**src/rtl/refresh_sched_pkg.sv**
```systemverilog
package refresh_sched_pkg;

  typedef enum logic [1:0] {
    ST_IDLE = 2'd0,
    ST_TRP  = 2'd1,
    ST_TRFC = 2'd2
  } seq_state_e;

  // bit order: cs_n, ras_n, cas_n, we_n, a10
  typedef struct packed {
    logic cs_n;
    logic ras_n;
    logic cas_n;
    logic we_n;
    logic a10;
  } dram_cmd_t;

  localparam dram_cmd_t CMD_NOP  = 5'b01110;
  localparam dram_cmd_t CMD_REF  = 5'b00010;
  localparam dram_cmd_t CMD_PREA = 5'b00101;

endpackage

```
**src/rtl/refi_tick_gen.sv**
```systemverilog
module refi_tick_gen #(
  parameter int T_REFI = 3120
) (
  input  logic clk,
  input  logic rst,
  output logic tick_o
);
  localparam int CW = $clog2(T_REFI + 1);

  logic [CW-1:0] cnt_q;

  assign tick_o = (cnt_q == CW'(T_REFI - 1));

  always_ff @(posedge clk) begin
    if (rst) begin
      cnt_q <= '0;
    end else if (tick_o) begin
      cnt_q <= '0;
    end else begin
      cnt_q <= cnt_q + 1'b1;
    end
  end

  AST_TICK_RANGE: assert property (@(posedge clk) disable iff (rst)
    cnt_q < CW'(T_REFI));

endmodule

```
**src/rtl/refresh_debt.sv**
```systemverilog
module refresh_debt #(
  parameter int MAX_DEBT = 8
) (
  input  logic clk,
  input  logic rst,
  input  logic tick_i,
  input  logic issue_i,
  output logic pending_o,
  output logic urgent_o
);
  localparam int DW = $clog2(MAX_DEBT + 1);

  logic [DW-1:0] debt_q;

  assign pending_o = (debt_q != '0);
  assign urgent_o  = (debt_q == DW'(MAX_DEBT));

  always_ff @(posedge clk) begin
    if (rst) begin
      debt_q <= '0;
    end else begin
      case ({tick_i, issue_i})
        2'b10:   if (debt_q != DW'(MAX_DEBT)) debt_q <= debt_q + 1'b1;
        2'b01:   debt_q <= debt_q - 1'b1;
        default: debt_q <= debt_q;
      endcase
    end
  end

  AST_DEBT_LIMIT: assert property (@(posedge clk) disable iff (rst)
    debt_q <= DW'(MAX_DEBT));
  AST_ISSUE_NEEDS_DEBT: assert property (@(posedge clk) disable iff (rst)
    issue_i |-> debt_q != '0);

endmodule

```
**src/rtl/bank_quiet_timer.sv**
```systemverilog
module bank_quiet_timer #(
  parameter int NUM_BANKS = 8,
  parameter int T_RP      = 6
) (
  input  logic                 clk,
  input  logic                 rst,
  input  logic [NUM_BANKS-1:0] bank_open_i,
  output logic                 quiet_o
);
  localparam int QW = $clog2(T_RP + 1);

  logic [QW-1:0] closed_q;

  assign quiet_o = (closed_q == QW'(T_RP));

  always_ff @(posedge clk) begin
    if (rst) begin
      closed_q <= '0;
    end else if (|bank_open_i) begin
      closed_q <= '0;
    end else if (closed_q != QW'(T_RP)) begin
      closed_q <= closed_q + 1'b1;
    end
  end

  AST_QUIET_CLEARS: assert property (@(posedge clk) disable iff (rst)
    (|bank_open_i) |=> !quiet_o);

endmodule

```
**src/rtl/refresh_sequencer.sv**
```systemverilog
module refresh_sequencer
  import refresh_sched_pkg::*;
#(
  parameter int T_RP  = 6,
  parameter int T_RFC = 30
) (
  input  logic      clk,
  input  logic      rst,
  input  logic      pending_i,
  input  logic      grant_i,
  input  logic      quiet_i,
  output logic      req_o,
  output logic      busy_o,
  output logic      issue_o,
  output dram_cmd_t cmd_o
);
  localparam int WMAX = (T_RFC > T_RP) ? T_RFC : T_RP;
  localparam int WW   = $clog2(WMAX + 1);

  seq_state_e    state_q;
  logic [WW-1:0] wait_q;
  dram_cmd_t     cmd_q;
  logic          go;

  assign req_o   = pending_i && (state_q == ST_IDLE);
  assign go      = req_o && grant_i;
  assign issue_o = (go && quiet_i) || ((state_q == ST_TRP) && (wait_q == '0));
  assign busy_o  = (state_q != ST_IDLE);
  assign cmd_o   = cmd_q;

  always_ff @(posedge clk) begin
    if (rst) begin
      state_q <= ST_IDLE;
      wait_q  <= '0;
      cmd_q   <= CMD_NOP;
    end else begin
      case (state_q)
        ST_IDLE: begin
          cmd_q <= CMD_NOP;
          if (go) begin
            if (quiet_i) begin
              state_q <= ST_TRFC;
              wait_q  <= WW'(T_RFC - 1);
              cmd_q   <= CMD_REF;
            end else begin
              state_q <= ST_TRP;
              wait_q  <= WW'(T_RP - 1);
              cmd_q   <= CMD_PREA;
            end
          end
        end
        ST_TRP: begin
          if (wait_q == '0) begin
            state_q <= ST_TRFC;
            wait_q  <= WW'(T_RFC - 1);
            cmd_q   <= CMD_REF;
          end else begin
            wait_q <= wait_q - 1'b1;
            cmd_q  <= CMD_NOP;
          end
        end
        ST_TRFC: begin
          cmd_q <= CMD_NOP;
          if (wait_q == '0) state_q <= ST_IDLE;
          else              wait_q  <= wait_q - 1'b1;
        end
        default: begin
          state_q <= ST_IDLE;
          cmd_q   <= CMD_NOP;
        end
      endcase
    end
  end

  AST_IDLE_IS_NOP: assert property (@(posedge clk) disable iff (rst)
    !busy_o |-> cmd_q == CMD_NOP);
  AST_GRANT_IGNORED: assert property (@(posedge clk) disable iff (rst)
    (!req_o && !busy_o) |=> cmd_q == CMD_NOP);

endmodule

```
**src/rtl/ddr_refresh_sched.sv**
```systemverilog
module ddr_refresh_sched
  import refresh_sched_pkg::*;
#(
  parameter int NUM_BANKS = 8,
  parameter int T_REFI    = 3120,
  parameter int T_RP      = 6,
  parameter int T_RFC     = 30,
  parameter int MAX_DEBT  = 8
) (
  input  logic                 clk,
  input  logic                 rst,
  input  logic [NUM_BANKS-1:0] bank_open_i,
  input  logic                 grant_i,
  output logic                 req_o,
  output logic                 urgent_o,
  output logic                 busy_o,
  output logic                 cs_n_o,
  output logic                 ras_n_o,
  output logic                 cas_n_o,
  output logic                 we_n_o,
  output logic                 a10_o
);
  logic      tick;
  logic      issue;
  logic      pending;
  logic      quiet;
  dram_cmd_t cmd;

  refi_tick_gen #(.T_REFI(T_REFI)) u_tick (
    .clk(clk), .rst(rst), .tick_o(tick)
  );

  refresh_debt #(.MAX_DEBT(MAX_DEBT)) u_debt (
    .clk(clk), .rst(rst), .tick_i(tick), .issue_i(issue),
    .pending_o(pending), .urgent_o(urgent_o)
  );

  bank_quiet_timer #(.NUM_BANKS(NUM_BANKS), .T_RP(T_RP)) u_quiet (
    .clk(clk), .rst(rst), .bank_open_i(bank_open_i), .quiet_o(quiet)
  );

  refresh_sequencer #(.T_RP(T_RP), .T_RFC(T_RFC)) u_seq (
    .clk(clk), .rst(rst), .pending_i(pending), .grant_i(grant_i),
    .quiet_i(quiet), .req_o(req_o), .busy_o(busy_o), .issue_o(issue),
    .cmd_o(cmd)
  );

  assign cs_n_o  = cmd.cs_n;
  assign ras_n_o = cmd.ras_n;
  assign cas_n_o = cmd.cas_n;
  assign we_n_o  = cmd.we_n;
  assign a10_o   = cmd.a10;

  // spacing monitors for the command gaps
  localparam int GW = $clog2(T_RFC + 2);
  localparam int PW = $clog2(T_RP + 2);
  logic [GW-1:0] since_ref_q;
  logic [PW-1:0] since_pre_q;

  always_ff @(posedge clk) begin
    if (rst) begin
      since_ref_q <= GW'(T_RFC);
      since_pre_q <= PW'(T_RP);
    end else begin
      if (cmd == CMD_REF)                  since_ref_q <= GW'(1);
      else if (since_ref_q != GW'(T_RFC))  since_ref_q <= since_ref_q + 1'b1;
      if (cmd == CMD_PREA)                 since_pre_q <= PW'(1);
      else if (since_pre_q != PW'(T_RP))   since_pre_q <= since_pre_q + 1'b1;
    end
  end

  AST_REF_SPACING: assert property (@(posedge clk) disable iff (rst)
    (cmd == CMD_REF) |-> since_ref_q >= GW'(T_RFC));
  AST_PRE_TO_REF: assert property (@(posedge clk) disable iff (rst)
    (cmd == CMD_REF) |-> since_pre_q >= PW'(T_RP));
  AST_URGENT_ASKS: assert property (@(posedge clk) disable iff (rst)
    (urgent_o && !busy_o) |-> req_o);
  AST_BUSY_HOLDS_REQ: assert property (@(posedge clk) disable iff (rst)
    busy_o |-> !req_o);

endmodule

```
**config.mk**
```make
export PLATFORM = sky130hd
export DESIGN_NAME = ddr_refresh_sched
export DESIGN_NICKNAME = d
export VERILOG_FILES = /design/src/rtl/refresh_sched_pkg.sv /design/src/rtl/refi_tick_gen.sv /design/src/rtl/refresh_debt.sv /design/src/rtl/bank_quiet_timer.sv /design/src/rtl/refresh_sequencer.sv /design/src/rtl/ddr_refresh_sched.sv
export SDC_FILE = /design/constraint.sdc
export NUM_CORES = 1
export LEC_CHECK = 0
export BUFFER_PORTS_ARGS = -buffer_cell sky130_fd_sc_hd__buf_2
export CORE_AREA = 2 2 72 81
export DETAILED_ROUTE_END_ITERATION = 10
export DIE_AREA = 0 0 74 83
export PLACE_DENSITY_LB_ADDON = 0.3
export SYNTH_ARGS = -nofsm -noshare
export SYNTH_HDL_FRONTEND = slang
export SYNTH_SLANG_ARGS = --single-unit
```
**constraint.sdc**
```tcl
create_clock -name clk -period 6.75 [get_ports clk]
set_input_delay 2.025 -clock clk [delete_from_list [all_inputs] [get_ports clk]]
set_output_delay 2.025 -clock clk [all_outputs]
set_load 0.01 [all_outputs]
```
==> results by group <==
GRT
  • Largest net degree at the start of global routing: 18
  • Gr ovfl total: 0
  • GRT Overall Usage: 10.72%
  • Wire length of the first global-routing pass: 5057 um
  • Antenna violations before repair: 0
  • Vias in the first global route: 1143

Timing
  • Max Clock Freq: 274.0 MHz
  • Final worst path period share: 54.06%
  • Final setup vio count: 0
  • Total negative slack: 0 ps
  • Post-layout minimum cycle time: 3649 ps
  • RSZ-0062 raised after global routing: no
  • Final hold vios: 0
  • Tightest Pin Transition: 660.3 ps
  • Max Slew Vio Count: 0
  • Worst-case clock skew: 6.235 ps
  • Slew margin rel.: 55.98%

Synthesis
  • FF+latch count, synth: 30
  • Async SR Flop Fraction: 0%
  • Synthesized net count: 200
  • Leading area contributor after synthesis: dfxtp_1
  • Yosys warnings: 0
  • Post-synthesis sequential area ratio: 38.77%
  • Mapped Avg Cell Area: 8.605 um2
  • Post-Syn Instances: 180
  • Unique cell type count in the Yosys netlist: 44
  • Synth top area share: 38.77%
  • Post-synth top flop: dfxtp_1
  • Top cells by area, synth: dfxtp_1 (39%), nor2_1 (8.5%), ha_1 (7.3%)
  • Post-synth EDFFs: 0
  • Synthesized area: 1549 um2

Final layout
  • Area of the multi-input gates: 888.4 um2
  • Register Area: 600.6 um2
  • Fin cells: 275
  • Layout area overhead: 17.12%
  • Fill count: 556
  • Final nets: 219
  • Ant. Diodes: 0
  • Layout cell share with drive strength beyond 1: 17.50%

Routing
  • Post-route ant nets: 0
  • Total Wirelength: 2942 um
  • DR vias: 1247
  • # DRC: 0
  • Post-DR wirelength/cell: 10.70 um
  • Drt pass-1 iters: 4
  • Drt first-iter violations: 21
  • Routed vias/inst: 4.535

Clocking
  • Clock slew at reported path FFs: 70 ps
  • Setup bufs post-CTS: 0
  • Post-cts sizing count: 0
  • Clk root buf: clkbuf_8
  • H-Tree Depth: 2
  • # clock sinks: 30
  • Hold_buf cts: 0
  • Buffer depth of the longest clock path: 2
  • Clk Latency, worst-skew pair: 280 ps
  • Num CTS Buffers: 5
  • CTS tree: built

Setup path
  • Setup CP Type: flop to primary output
  • Critical path required time: 4720 ps
  • Crit end category: primary output
  • CP max FO: 6
  • CP arrival: 1620 ps
  • CP max stage cell: or4b_2
  • Cell breakdown of the critical path: or4b_2 -> inv_1 -> buf_2
  • CP Buf/Inv Count: 2
  • Worst path top cell family by delay: simple AND/OR/NAND/NOR gates
  • Startpoint types: flop
  • Worst path max stage delay: 760 ps

Hold path
  • Hold Path Class: flop to flop

Floorplanning
  • Die height: 83 um
  • Width of the die: 74 um
  • # IOs: 19
  • Initial core utilization: 29.28%
  • Die ar.: 6142 um2
  • Row cnt: 28
  • Core box area: 5290 um2

Power and ir drop
  • Power per standard cell area: 348.8 nW/um2
  • Peak supply drop: 0.0001066 V
  • Leak Pwr: 0.7619 nW
  • Final Power: 0.0006328 W

Placed design
  • Placer Congestion: 0.7576
  • Placed Cells: 267
  • Port buffer count: 17
  • DP HPWL: 2097 um

Run status
  • Outcome: complete, no violations

Flow run
  • Max Cap Violations: 0
registers in the layout, indices dropped and copies added (netlist names):
name,cells
u_debt.debt_q,4
u_quiet.closed_q,3
u_seq.cmd_o,4
u_seq.state_q,2
u_seq.wait_q,5
u_tick.cnt_q,12
per-stage QoR:
stage	hold slack, ps	setup slack (ps)	cell area, um2	util (%)
2_1_floorplan	426.4	3336	1549	-
3_3_place_gp	443.5	3164	1705	32.24
3_5_place_dp	453.2	3132	1705	32.24
4_1_cts	470.6	3085	1814	34.30
5_1_grt	495.3	3037	1814	34.30
6_report	464.3	3101	1814	34.30
synth_stat cells (3+ instances only):
master	instances
a22oi_1	3
dfxtp_1	30
o21ai_0	7
xnor2_1	4
and3_1	4
xor2_1	9
inv_1	10
a21oi_1	6
nand3_1	5
nor2_1	35
nand2_1	9
nand4_1	4
clkbuf_1	4
nor3_1	7
ha_1	9
final cells by class:
type	count	share of cell area, %
clock buffer	5	3.793
clock inverter	3	2.207
inverter	10	2.069
multi-input combinational	135	48.97
sequential	30	33.10
tap	75	5.172
timing repair buffer	17	4.690
per-layer routing:
layer / global-route usage [%] / wire length [um] / up-vias
met5: 0 / 0 / -
met4: 6.446 / 81 / 0
met3: 3.641 / 101 / 6
met2: 15.58 / 1265 / 15
met1: 13.40 / 1493 / 563
li1: - / - / 663
cells by family (layout without fill, tap and decap cells):
kind of cell / Yosys count / in the layout / synth area share, %
AOI/OAI and AO/OA: 26 / 26 / 12.52
xor gates and xnor gates: 13 / 13 / 7.351
adders and majority gates: 9 / 9 / 7.270
buffers and inverters: 15 / 35 / 3.877
DFF: 30 / 30 / 38.77
muxes: 4 / 4 / 2.746
other: 1 / 1 / 0.2421
and+or+nand+nor: 82 / 82 / 27.22
power breakdown:
part | switching [W] | internal, W | leakage, nW | total (W)
registers | 0.0000256 | 0.000202 | 0.244 | 0.000228
clock network | 0.0000694 | 0.000108 | 0.0579 | 0.000178
logic | 0.000128 | 0.0000993 | 0.460 | 0.000227
cells in the final DEF, fill, tap and decap left out, types with 3 or more instances in the layout:
cell,count
nor2_1,35
o21ai_0,7
xnor2_1,4
nor3_1,7
nand2_1,9
ha_1,9
clkbuf_8,5
a21oi_1,6
a22oi_1,3
and3_1,4
nand4_1,4
xor2_1,9
buf_2,17
dfxtp_1,30
inv_1,10
nand3_1,5
worst reg2reg max path, cell delays in order (launching register included):
cell and delay (ps):
dfxtp_1 340, inv_1 80, ha_1 200, or4b_4 500, o22a_4 260, nor2_2 140
xor2_1 170, ha_1 180, nor2_1 40, a32oi_1 180, mux2_1 340
path summary, 6_finish.rpt:
| path | start | cells after the start | slack [ps] | to |
|---|---|---|---|---|
| worst max-delay path | u_debt.debt_q[0] | 3 | 3100 | urgent_o |
| worst min-delay path | u_tick.cnt_q[0] | 1 | 460 | u_tick.cnt_q[0] |
| worst max register to register | u_seq.wait_q[0] | 10 | 4230 | u_debt.debt_q[2] |
| worst min register to register | u_tick.cnt_q[0] | 1 | 460 | u_tick.cnt_q[0] |
Note: power is estimated with default switching activity, not from simulation.
